--- src/rtl/pia_pkg.sv ---
package pia_pkg;
  localparam int PIA_W     = 8;
  localparam int CTL_W     = 6;
  localparam int B_C1_EN   = 0;
  localparam int B_C1_RISE = 1;
  localparam int B_SEL_OUT = 2;
  localparam int B_C2_CTL  = 3;
  localparam int B_C2_MODE = 4;
  localparam int B_C2_DIR  = 5;
  localparam int NPORTS    = 2;
endpackage

--- src/rtl/pia_edge_det.sv ---
module pia_edge_det (
  input  logic clk,
  input  logic rst_n,
  input  logic pin,
  input  logic rise_sel,
  input  logic arm,
  output logic hit
);
  logic prev;

  always_ff @(posedge clk) begin
    if (!rst_n) prev <= 1'b0;
    else        prev <= pin;
  end

  assign hit = arm && (pin != prev) && (pin == rise_sel);
endmodule

--- src/rtl/pia_port.sv ---
module pia_port
  import pia_pkg::*;
#(
  parameter bit WRITE_STROBE = 1'b0
) (
  input  logic             clk,
  input  logic             rst_n,
  input  logic             data_wr,
  input  logic             ctl_wr,
  input  logic             data_rd,
  input  logic [PIA_W-1:0] wdata,
  input  logic [PIA_W-1:0] pin_in,
  input  logic             c1_in,
  input  logic             c2_in,
  output logic [PIA_W-1:0] data_view,
  output logic [7:0]       ctl_view,
  output logic [PIA_W-1:0] pin_out,
  output logic [PIA_W-1:0] pin_oe,
  output logic             c2_out,
  output logic             c2_oe,
  output logic             irq
);
  logic [PIA_W-1:0] ddr, outr;
  logic [CTL_W-1:0] ctl;
  logic flag1, flag2, strobe_low, strobe_nxt;
  logic c1_hit, c2_hit, rd_clr, strobe_mode, strobe_go, strobe_end;

  pia_edge_det u_c1 (
    .clk(clk), .rst_n(rst_n), .pin(c1_in),
    .rise_sel(ctl[B_C1_RISE]), .arm(1'b1), .hit(c1_hit)
  );

  pia_edge_det u_c2 (
    .clk(clk), .rst_n(rst_n), .pin(c2_in),
    .rise_sel(ctl[B_C2_MODE]), .arm(!ctl[B_C2_DIR]), .hit(c2_hit)
  );

  assign rd_clr      = data_rd && ctl[B_SEL_OUT];
  assign strobe_mode = ctl[B_C2_DIR] && !ctl[B_C2_MODE];

  generate
    if (WRITE_STROBE) begin : g_wr_strobe
      assign strobe_go  = data_wr && ctl[B_SEL_OUT];
      assign strobe_end = ctl[B_C2_CTL] || (rd_clr && flag1);
    end else begin : g_rd_strobe
      assign strobe_go  = rd_clr;
      assign strobe_end = ctl[B_C2_CTL] || c1_hit;
    end
  endgenerate

  always_comb begin
    strobe_nxt = strobe_low;
    if (ctl_wr || !strobe_mode) begin
      strobe_nxt = 1'b0;
    end else begin
      if (strobe_low && strobe_end) strobe_nxt = 1'b0;
      if (strobe_go)                strobe_nxt = 1'b1;
    end
  end

  always_ff @(posedge clk) begin
    if (!rst_n) begin
      ddr        <= '0;
      outr       <= '0;
      ctl        <= '0;
      flag1      <= 1'b0;
      flag2      <= 1'b0;
      strobe_low <= 1'b0;
    end else begin
      if (ctl_wr) ctl <= wdata[CTL_W-1:0];
      if (data_wr) begin
        if (ctl[B_SEL_OUT]) outr <= wdata;
        else                ddr  <= wdata;
      end
      if (c1_hit)      flag1 <= 1'b1;
      else if (rd_clr) flag1 <= 1'b0;
      if (c2_hit)      flag2 <= 1'b1;
      else if (rd_clr) flag2 <= 1'b0;
      strobe_low <= strobe_nxt;
    end
  end

  assign data_view = ctl[B_SEL_OUT] ? ((outr & ddr) | (pin_in & ~ddr)) : ddr;
  assign ctl_view  = {flag1, flag2, ctl};
  assign pin_out   = outr;
  assign pin_oe    = ddr;
  assign c2_oe     = ctl[B_C2_DIR];
  assign c2_out    = ctl[B_C2_DIR] &&
                     (ctl[B_C2_MODE] ? ctl[B_C2_CTL] : !strobe_low);
  assign irq       = (flag1 && ctl[B_C1_EN]) ||
                     (flag2 && ctl[B_C2_CTL] && !ctl[B_C2_DIR]);
endmodule

--- src/rtl/dual_port_pia.sv ---
module dual_port_pia
  import pia_pkg::*;
(
  input  logic             clk,
  input  logic             rst_n,
  input  logic             bus_en,
  input  logic             bus_we,
  input  logic [1:0]       bus_addr,
  input  logic [7:0]       bus_wdata,
  output logic [7:0]       bus_rdata,
  input  logic [PIA_W-1:0] pa_in,
  output logic [PIA_W-1:0] pa_out,
  output logic [PIA_W-1:0] pa_oe,
  input  logic             ca1,
  input  logic             ca2_in,
  output logic             ca2_out,
  output logic             ca2_oe,
  input  logic [PIA_W-1:0] pb_in,
  output logic [PIA_W-1:0] pb_out,
  output logic [PIA_W-1:0] pb_oe,
  input  logic             cb1,
  input  logic             cb2_in,
  output logic             cb2_out,
  output logic             cb2_oe,
  output logic             irq_a,
  output logic             irq_b
);
  logic [NPORTS-1:0][PIA_W-1:0] pin_in_v, pin_out_v, pin_oe_v, data_v;
  logic [NPORTS-1:0][7:0]       ctl_v;
  logic [NPORTS-1:0]            c1_v, c2_in_v, c2_out_v, c2_oe_v, irq_v;
  logic [7:0]                   ctl_a_view, ctl_b_view;

  assign pin_in_v = {pb_in, pa_in};
  assign c1_v     = {cb1, ca1};
  assign c2_in_v  = {cb2_in, ca2_in};

  for (genvar g = 0; g < NPORTS; g++) begin : g_port
    logic hit_port;
    assign hit_port = bus_en && (bus_addr[1] == g[0]);

    pia_port #(.WRITE_STROBE(g == 1)) u_port (
      .clk(clk), .rst_n(rst_n),
      .data_wr(hit_port && bus_we && !bus_addr[0]),
      .ctl_wr(hit_port && bus_we && bus_addr[0]),
      .data_rd(hit_port && !bus_we && !bus_addr[0]),
      .wdata(bus_wdata),
      .pin_in(pin_in_v[g]), .c1_in(c1_v[g]), .c2_in(c2_in_v[g]),
      .data_view(data_v[g]), .ctl_view(ctl_v[g]),
      .pin_out(pin_out_v[g]), .pin_oe(pin_oe_v[g]),
      .c2_out(c2_out_v[g]), .c2_oe(c2_oe_v[g]), .irq(irq_v[g])
    );
  end

  always_ff @(posedge clk) begin
    if (!rst_n) bus_rdata <= '0;
    else if (bus_en && !bus_we)
      bus_rdata <= bus_addr[0] ? ctl_v[bus_addr[1]] : data_v[bus_addr[1]];
  end

  assign pa_out     = pin_out_v[0];
  assign pb_out     = pin_out_v[1];
  assign pa_oe      = pin_oe_v[0];
  assign pb_oe      = pin_oe_v[1];
  assign ca2_out    = c2_out_v[0];
  assign cb2_out    = c2_out_v[1];
  assign ca2_oe     = c2_oe_v[0];
  assign cb2_oe     = c2_oe_v[1];
  assign irq_a      = irq_v[0];
  assign irq_b      = irq_v[1];
  assign ctl_a_view = ctl_v[0];
  assign ctl_b_view = ctl_v[1];
endmodule

--- config.mk ---
export PLATFORM = sky130hd
export DESIGN_NAME = dual_port_pia
export DESIGN_NICKNAME = d
export VERILOG_FILES = /design/src/rtl/pia_pkg.sv /design/src/rtl/pia_edge_det.sv /design/src/rtl/pia_port.sv /design/src/rtl/dual_port_pia.sv
export SDC_FILE = /design/constraint.sdc
export NUM_CORES = 1
export LEC_CHECK = 0
export ABC_AREA = 1
export BUFFER_PORTS_ARGS = -buffer_cell sky130_fd_sc_hd__buf_2
export CAP_MARGIN = 20
export CORE_MARGIN = 2
export CORE_UTILIZATION = 27
export DETAILED_ROUTE_END_ITERATION = 10
export GPL_TIMING_DRIVEN = 0
export PLACE_DENSITY = 0.55
export SLEW_MARGIN = 10
export SYNTH_ARGS = -nofsm -noshare
export SYNTH_HDL_FRONTEND = slang
export SYNTH_HIERARCHICAL = 1
export SYNTH_SLANG_ARGS = --single-unit
--- constraint.sdc ---
create_clock -name clk -period 1.65 [get_ports clk]
set_clock_uncertainty 0.1 [all_clocks]
set_input_delay 0.33 -clock clk [delete_from_list [all_inputs] [get_ports clk]]
set_output_delay 0.33 -clock clk [all_outputs]
set_load 0.005 [all_outputs]
Yosys cells after proc, flatten, opt, wreduce, memory -nomap -nowiden
Cells that the tools add are included.
{"block": "classes", "muxes": 19, "n_eq_ne": 8, "n_reduce_logical": 63, "n_lt_le_gt_ge": 1, "bitwise": 12}
{"cell": "2-to-1 mux 8 bit", "count": 7}
{"cell": "logical AND 1 bit", "count": 35}
{"cell": "bitwise AND 8 bit", "count": 4}
{"cell": "NOT 8 bit", "count": 2}
{"cell": "bitwise OR 8 bit", "count": 2}
{"cell": "2-to-1 mux 1 bit", "count": 12}
{"cell": "nonzero test 2 bit", "count": 6}
{"cell": "zero test 1 bit", "count": 10}
{"cell": "AND reduction 2 bit", "count": 4}
{"cell": "logical OR 1 bit", "count": 6}
{"cell": "equality test 1 bit", "count": 4}
{"cell": "!= test 1 bit", "count": 4}
{"cell": "NOT 1 bit", "count": 4}
{"cell": "OR reduction 2 bit", "count": 2}
{"cell": "< comparator 1 x 2 -> 1 bit (second input constant)", "count": 1}
{"block": "totals", "elab_cells": 120, "output_inout_bits": 46, "regBits": 62}

Longest topological paths before layout
Gate-level depths: netlist of run 1.
{"block": "depth", "ltp_word": 9, "mapped_depth": 10, "depth_no_buf": 7}

By module
The synthesis of run 1 kept the hierarchy.
{"module": "pia_port at g_port[0].u_port", "seq_area_each_um2": 500.5, "area_each_um2": 1119.8, "cells_each": 160, "instances": 1}
{"module": "pia_port at g_port[1].u_port", "seq_area_each_um2": 500.5, "area_each_um2": 1067.3, "cells_each": 145, "instances": 1}
{"module": "dual_port_pia", "seq_area_each_um2": 160.2, "area_each_um2": 591.8, "cells_each": 97, "instances": 1}
{"module": "pia_edge_det", "seq_area_each_um2": 20.0, "area_each_um2": 66.3, "cells_each": 13, "instances": 4}

Least setup slack after synthesis of run 1
Ideal clock, no wire load.
{"block": "synth_path", "kind": "input port to flip-flop", "startpoint": "input bus_addr[1]", "endpoint": "register g_port[1].u_port.outr[0]", "arrival_ns": 1.388, "setup_slack_ns": 0.047, "setup_time_ns": 0.116, "cell_stages": 7, "path_cell_list": "buf_6 buf_6 nand3_1 nor2_1 nand2_4 o21ai_0 nor2_1"}
{"block": "synth_via", "elab_chain_cells": 4}
{"item": "start: declaration", "line": "dual_port_pia.sv:8", "text": "input logic [1:0] bus_addr,"}
{"item": "logical AND 1 bit", "line": "dual_port_pia.sv:39", "text": "assign hit_port = bus_en && (bus_addr[1] == g[0]);"}
{"item": "logical AND 1 bit (2 in a row)", "line": "dual_port_pia.sv:43", "text": ".data_wr(hit_port && bus_we && !bus_addr[0]),"}
{"item": "AND reduction 2 bit (no line)"}
{"item": "end signal: assignment", "line": "pia_port.sv:72", "text": "if (ctl[B_SEL_OUT]) outr <= wdata;"}
{"item": "end: declaration", "line": "pia_port.sv:23", "text": "logic [PIA_W-1:0] ddr, outr;"}
Every way passes these cells.
A chain may end at the register's enable or synchronous reset.

Final worst setup path of run 1
{"block": "layout_path", "startpoint": "register g_port[1].u_port.ctl[5]", "endpoint": "output cb2_out"}
{"block": "layout_via", "elab_chain_cells": 1}
{"item": "start: declaration", "line": "pia_port.sv:24", "text": "logic [CTL_W-1:0] ctl;"}
{"item": "start signal: assignment", "line": "pia_port.sv:70", "text": "if (ctl_wr) ctl <= wdata[CTL_W-1:0];"}
{"item": "logical AND 1 bit", "line": "pia_port.sv:88", "text": "assign c2_out = ctl[B_C2_DIR] &&"}
{"item": "end: declaration", "line": "dual_port_pia.sv:23", "text": "output logic cb2_out,"}
Every way passes these cells.

==> flow_metrics.env, run 1 <==
export IMPL_finalHoldViolations=0
export IMPL_grtUsageTotal_pct=16.4
export IMPL_synthArstFlopShare_pct=0
export IMPL_yosysTopAreaCell="dfxtp_1"
export IMPL_clkTransAtPathRegs_ns=0.05
export IMPL_whs_path_depth=3
export IMPL_drtAntennaViolNets=0
export IMPL_syn_area_um2=3040
export IMPL_die_height_um=110
export IMPL_synth_xor_xnor_area_share_pct=0
export IMPL_drive_above_1_share_pct=24.7
export IMPL_cts_resized=0
export IMPL_core_area_um2=10900
export IMPL_antennaDiodeCount=0
export IMPL_setup_viol=0
export IMPL_path_max_fanout=6
export IMPL_critPathKind="reg -> out"
export IMPL_yosys_top_cells_count="nand2_1, nor2_1, a21oi_1"
export IMPL_grt_max_degree=26
export IMPL_synth_top_family_by_area="simple AND/OR/NAND/NOR gates"
export IMPL_synth_cell_types=26
export IMPL_syn_num_nets=488
export IMPL_cts_max_level=3
export IMPL_relSlewSlack_pct=64.2
export IMPL_startpoint="g_port[1].u_port/ctl[5]$_SDFFE_PN0P_"
export IMPL_cts_made_buffers=9
export IMPL_p_leak_nw=1.87
export IMPL_yosys_area_top_type_share_pct=40.8
export IMPL_yosys_warnings=6
export IMPL_finalCriticalPeriod_ns=1.58
export IMPL_critPathLaunchType="flop"
export IMPL_cp_required_ns=1.22
export IMPL_reg2reg_from="g_port[0].u_port/ctl[2]$_SDFFE_PN0P_"
export IMPL_peakVddDrop_mv=0.375
export IMPL_ys_ff_latch=62
export IMPL_fmax_ghz=0.633
export IMPL_hold_start="ca1"
export IMPL_yosys_area_share_simple_pct=31.5
export IMPL_via_count=3239
export IMPL_top_level_ports=80
export IMPL_antenna_found_initial=0
export IMPL_root_buffer="clkbuf_16"
export IMPL_synth_area_leaders="dfxtp_1, nand2_1, nor2_1"
export IMPL_netlist_instances=454
export IMPL_cts_tree="yes"
export IMPL_postCtsHoldBufs=0
export IMPL_outcome="finished, final reports clean"
export IMPL_rows=38
export IMPL_dp_cells=672
export IMPL_worstMarginPinSlew_ns=0.535
export IMPL_hold_worst_slack_ns=0.137
export IMPL_final_cells=687
export IMPL_r2r_slack_ns=0.09
export IMPL_place_detailed_hpwl_um=7280
export IMPL_wl_per_cell_um=14.1
export IMPL_maxCapViolations=0
export IMPL_powerDensity_nw_per_um2=1030
export IMPL_drtIter0Drc=182
export IMPL_hold_class="in -> reg"
export IMPL_grt_first_pass_wirelength_um=15100
export IMPL_end_kind="primary output"
export IMPL_rsz0062_at_grt="no"
export IMPL_gp_congestion=0.869
export IMPL_die_area_um2=12100
export IMPL_fp_dieW_um=110
export IMPL_grt_ovfl_total=0
export IMPL_worst_r2r_endpoint="bus_rdata[7]$_SDFFE_PN0P_"
export IMPL_synth_mux_area_share_pct=0
export IMPL_reg2reg_depth=8
export IMPL_ys_flop_type="dfxtp_1"
export IMPL_post_route_period_util_pct=95.7
export IMPL_holdPathEnd="g_port[0].u_port/u_c1/prev$_SDFF_PN0_"
export IMPL_yosysMostFrequentCell="nand2_1"
export IMPL_initial_core_util_pct=27.8
export IMPL_drt_wl_total_um=9690
export IMPL_firstDrtPassIters=4
export IMPL_io_buffers=78
export IMPL_clk_latency_ns=0.33
export IMPL_cts_sinks=62
export IMPL_drcViolationCount=0
export IMPL_post_drt_via_cell_ratio=4.71
export IMPL_avgSynthCellArea_um2=6.71
export IMPL_synth_edf_count=0
export IMPL_slew_viol_final=0
export IMPL_cts_setup_buffers=0
export IMPL_synthToLayoutAreaGrowth_pct=29.9
export IMPL_clk_path_buf_depth=2
export IMPL_crit_arrival_ns=1.15
export IMPL_synth_compound_area_share_pct=16.4
export IMPL_grt_pass1_vias=2996
export IMPL_fin_nets=577
export IMPL_ys_seq_area_share_pct=40.8
export IMPL_synth_adder_area_share_pct=0
==> state kept, by name, summed over array words and instances (netlist names) <==
name / cells
g_port.u_port/ctl: 12
g_port.u_port/flag1: 2
g_port.u_port/pin_out: 16
g_port.u_port/flag2: 2
g_port.u_port/u_c2/prev: 2
g_port.u_port/u_c1/prev: 2
bus_rdata: 8
g_port.u_port/pin_oe: 16
g_port.u_port/strobe_low: 2
==> final cells by class <==
cell class / count / area [um^2]
clock inverters: 4 / 70.1
repair buffers: 78 / 390
well taps: 140 / 175
clock buffers: 11 / 253
flip-flops and latches: 62 / 1240
fillers: 1188 / 6980
multi-input cells: 330 / 1480
plain buffers: 21 / 171
inverters: 41 / 171
==> placed cells by master, fill, tap and decap left out <==
master and count:
dfxtp_2 3, o21ai_1 2, nor4_1 2, nand2_8 1, buf_4 7, clkinv_1 1
bufinv_16 2, inv_1 29, clkbuf_1 1, clkbuf_8 2, inv_2 7, a21oi_2 3
nand3_1 40, nand2_4 1, conb_1 2, clkbuf_16 9, buf_8 1, inv_8 1
dfxtp_1 59, a21oi_1 60, nor2_1 86, nor2_4 1, inv_4 2, nand3b_1 3
nor2_2 1, nand2_1 92, o21ai_0 35, clkbuf_4 1, clkinv_4 1, nand2_2 1
buf_2 83, buf_6 6, clkinv_2 2
==> per-layer routing <==
layer | up-vias | routed length (um) | part of all wire (%) | track usage (%)
met5 | - | 0 | 0 | 0
met4 | 0 | 133 | 1.4 | 5.27
met3 | 10 | 576 | 5.9 | 4.12
met2 | 97 | 4390 | 45 | 25.7
met1 | 1491 | 4590 | 47 | 22.2
li1 | 1641 | - | - | -
==> cells by family (layout without fill, tap and decap cells) <==
kind of cell,count (synthesis),count (layout)
AOI/OAI and AO/OA,100,100
buffers and inverters,62,155
DFF,62,62
other,2,2
and+or+nand+nor,228,228
==> metrics by stage <==
stage	power (mW)	instance area, um^2	setup TNS, ns	setup WS (ns)	util (%)
2_1_floorplan	1.86	3040	0	0.0466	-
3_3_place_gp	2.03	3610	-2.28	-0.138	33.0
3_5_place_dp	2.04	3610	-2.80	-0.171	33.0
4_1_cts	4.08	3930	0	0.0153	36.0
5_1_grt	4.19	3950	0	0.00599	36.2
6_report	4.05	3950	0	0.0704	36.2
==> report_power, final <==
group | switching [mW] | internal (mW) | total [mW]
clock | 0.653 | 1.39 | 2.04
combinational | 0.251 | 0.165 | 0.416
sequential | 0.0442 | 1.55 | 1.60
==> critical path, stage by stage, from the launching register on <==
cell     delay (ns)
dfxtp_1        0.44
o21ai_0        0.12
a21oi_1        0.14
buf_2          0.13
==> how the worst max path moves through the flow <==
| stage | endpoint | slack (ns) |
|---|---|---|
| after floorplan | g_port[1].u_port/pin_out[0]$_SDFFE_PN0P_ | 0.05 |
| after global placement | g_port[1].u_port/pin_out[3]$_SDFFE_PN0P_ | -0.14 |
| after detailed placement | g_port[1].u_port/pin_out[5]$_SDFFE_PN0P_ | -0.17 |
| after CTS | ca2_out | 0.02 |
| after global routing | bus_rdata[5]$_SDFFE_PN0P_ | 0.006 |
| final | cb2_out | 0.07 |
No activity file was read; power rests on OpenSTA's default activity.
==> run 2, diff against run 1 <==
--- a/config.mk
+++ b/config.mk
@@ -9,9 +9,9 @@
 export BUFFER_PORTS_ARGS = -buffer_cell sky130_fd_sc_hd__buf_2
 export CAP_MARGIN = 20
-export CORE_MARGIN = 2
+export CORE_MARGIN = 1
 export CORE_UTILIZATION = 27
 export DETAILED_ROUTE_END_ITERATION = 10
 export GPL_TIMING_DRIVEN = 0
-export PLACE_DENSITY = 0.55
+export PLACE_DENSITY = 0.6
 export SLEW_MARGIN = 10
 export SYNTH_ARGS = -nofsm -noshare
==> constraint.sdc (replaced) <==
create_clock -name clk -period 1.65 [get_ports clk]
set_clock_uncertainty 0.1 [all_clocks]
set_input_delay 0.33 -clock clk [delete_from_list [all_inputs] [get_ports clk]]
set_output_delay 0.33 -clock clk [all_outputs]
set_load 0.1 [all_outputs]
==> run 2 against run 1 <==
Against the previous run: register-to-register slack better by 0.02 ns; sequential power is essentially flat; highest routed layer unchanged; largest power group unchanged; via count grew 1.9%.
==> flow_metrics.env, run 2 (synthesized netlist as in run 1, its figures left out) <==
export IMPL_outcome="finished, final reports clean"
export IMPL_grt_first_pass_wirelength_um=15300
export IMPL_drtAntennaViolNets=0
export IMPL_post_route_period_util_pct=97.1
export IMPL_clkTransAtPathRegs_ns=0.05
export IMPL_fin_nets=579
export IMPL_end_kind="primary output"
export IMPL_drtIter0Drc=236
export IMPL_p_leak_nw=1.87
export IMPL_cts_made_buffers=9
export IMPL_postCtsHoldBufs=0
export IMPL_grtUsageTotal_pct=17.3
export IMPL_setup_ws_ns=0.0473
export IMPL_antenna_found_initial=0
export IMPL_rsz0062_at_grt="no"
export IMPL_antennaDiodeCount=0
export IMPL_path_max_fanout=4
export IMPL_finalHoldViolations=0
export IMPL_critPathLaunchType="flop"
export IMPL_firstDrtPassIters=5
export IMPL_place_detailed_hpwl_um=7230
export IMPL_fmax_ghz=0.624
export IMPL_gp_congestion=0.858
export IMPL_cts_tree="yes"
export IMPL_peakVddDrop_mv=0.391
export IMPL_die_area_um2=11700
export IMPL_critPathKind="reg -> out"
export IMPL_grt_ovfl_total=0
export IMPL_drive_above_1_share_pct=28.4
export IMPL_crit_chain="buf_2"
export IMPL_hold_worst_slack_ns=0.137
export IMPL_post_drt_via_cell_ratio=4.78
export IMPL_core_area_um2=10900
export IMPL_cp_buffers_inverters=1
export IMPL_root_buffer="clkbuf_16"
export IMPL_crit_arrival_ns=1.17
export IMPL_cp_required_ns=1.22
export IMPL_cp_top_family="buffers and inverters"
export IMPL_cts_sinks=62
export IMPL_via_count=3300
export IMPL_cts_max_level=3
export IMPL_io_buffers=78
export IMPL_post_place_ws_ns=-0.161
export IMPL_critPathSlowestCell="buf_2"
export IMPL_clk_path_buf_depth=2
export IMPL_synthToLayoutAreaGrowth_pct=32.6
export IMPL_rows=38
export IMPL_slew_viol_final=0
export IMPL_slowest_delay_ns=0.45
export IMPL_powerDensity_nw_per_um2=1000
export IMPL_die_height_um=108
export IMPL_maxCapViolations=0
export IMPL_worstMarginPinSlew_ns=0.544
export IMPL_r2r_slack_ns=0.11
export IMPL_hold_class="in -> reg"
export IMPL_setup_viol=0
export IMPL_drcViolationCount=0
export IMPL_wl_per_cell_um=13.8
export IMPL_fp_dieW_um=108
export IMPL_finalCriticalPeriod_ns=1.60
export IMPL_clk_latency_ns=0.33
export IMPL_dp_cells=672
export IMPL_grt_pass1_vias=3116
export IMPL_nFillCells=1196
export IMPL_top_level_ports=80
export IMPL_final_cell_mix="nand2_1, nor2_1, buf_2"
export IMPL_final_common_cell="nand2_1"
export IMPL_grt_max_degree=26
export IMPL_relSlewSlack_pct=63.6
export IMPL_drt_wl_total_um=9550
export IMPL_final_cells=690
export IMPL_initial_core_util_pct=27.8
## run 2: cell count changes in the layout (fill, tap and decap cells not counted), moves of 4 or more
cell,previous run,this run
dfxtp_2,3,11
dfxtp_1,59,47
nand2_2,1,5
nand2_1,92,88
buf_2,83,76
dfxtp_4,0,4
buf_4,7,11
## run 2: layout make-up
cell class              count  area, um^2  share of cell area [%]
repair buffers             80         455                    11.3
clock buffers              13         270                    6.69
plain buffers              21         168                    4.15
inverters                  41         171                    4.25
flip-flops and latches     62        1270                    31.5
well taps                 140         175                    4.34
clock inverters             3        17.5                   0.434
multi-input cells         330        1510                    37.4
## run 2: layer usage
layer | up-vias | share of wire [%] | track usage (%)
met5 | - | 0 | 0
met4 | 0 | 2.1 | 7.93
met3 | 17 | 5.7 | 3.74
met2 | 102 | 46 | 27.7
met1 | 1533 | 46 | 22.2
li1 | 1648 | - | -
## run 2: through the flow
step / area [um^2] / util (%) / TNS [ns] / power, mW
floorplan: 3090 / - / -0.00827 / 2.09
global placement: 3660 / 33.5 / -1.73 / 2.26
detailed placement: 3660 / 33.5 / -1.93 / 2.27
CTS: 3990 / 36.5 / 0 / 4.08
global route: 4040 / 36.9 / 0 / 4.22
finish: 4040 / 36.9 / 0 / 4.05
## run 2: where the power goes
| group | internal [mW] | total, mW | switching, mW |
|---|---|---|---|
| combinational | 0.176 | 0.655 | 0.479 |
| clock | 1.13 | 1.80 | 0.668 |
| sequential | 1.55 | 1.59 | 0.0452 |
## run 2: what timing repair did
| item | CTS | global route |
|---|---|---|
| buffers inserted | 0 | 2 |
| setup endpoints to repair | 5 | 11 |
| pin swaps | 0 | 1 |
| resized for setup | 15 | 13 |
## run 2: worst paths after layout
kind	from	to	cells after the start
setup / recovery	g_port[0].u_port/pin_oe[2]$_SDFFE_PN0P_	pa_oe[2]	1
setup reg to reg	g_port[0].u_port/ctl[2]$_SDFFE_PN0P_	bus_rdata[7]$_SDFFE_PN0P_	8
hold / removal	cb1	g_port[1].u_port/u_c1/prev$_SDFF_PN0_	3
hold reg to reg	g_port[0].u_port/pin_out[6]$_SDFFE_PN0P_	g_port[0].u_port/pin_out[6]$_SDFFE_PN0P_	2
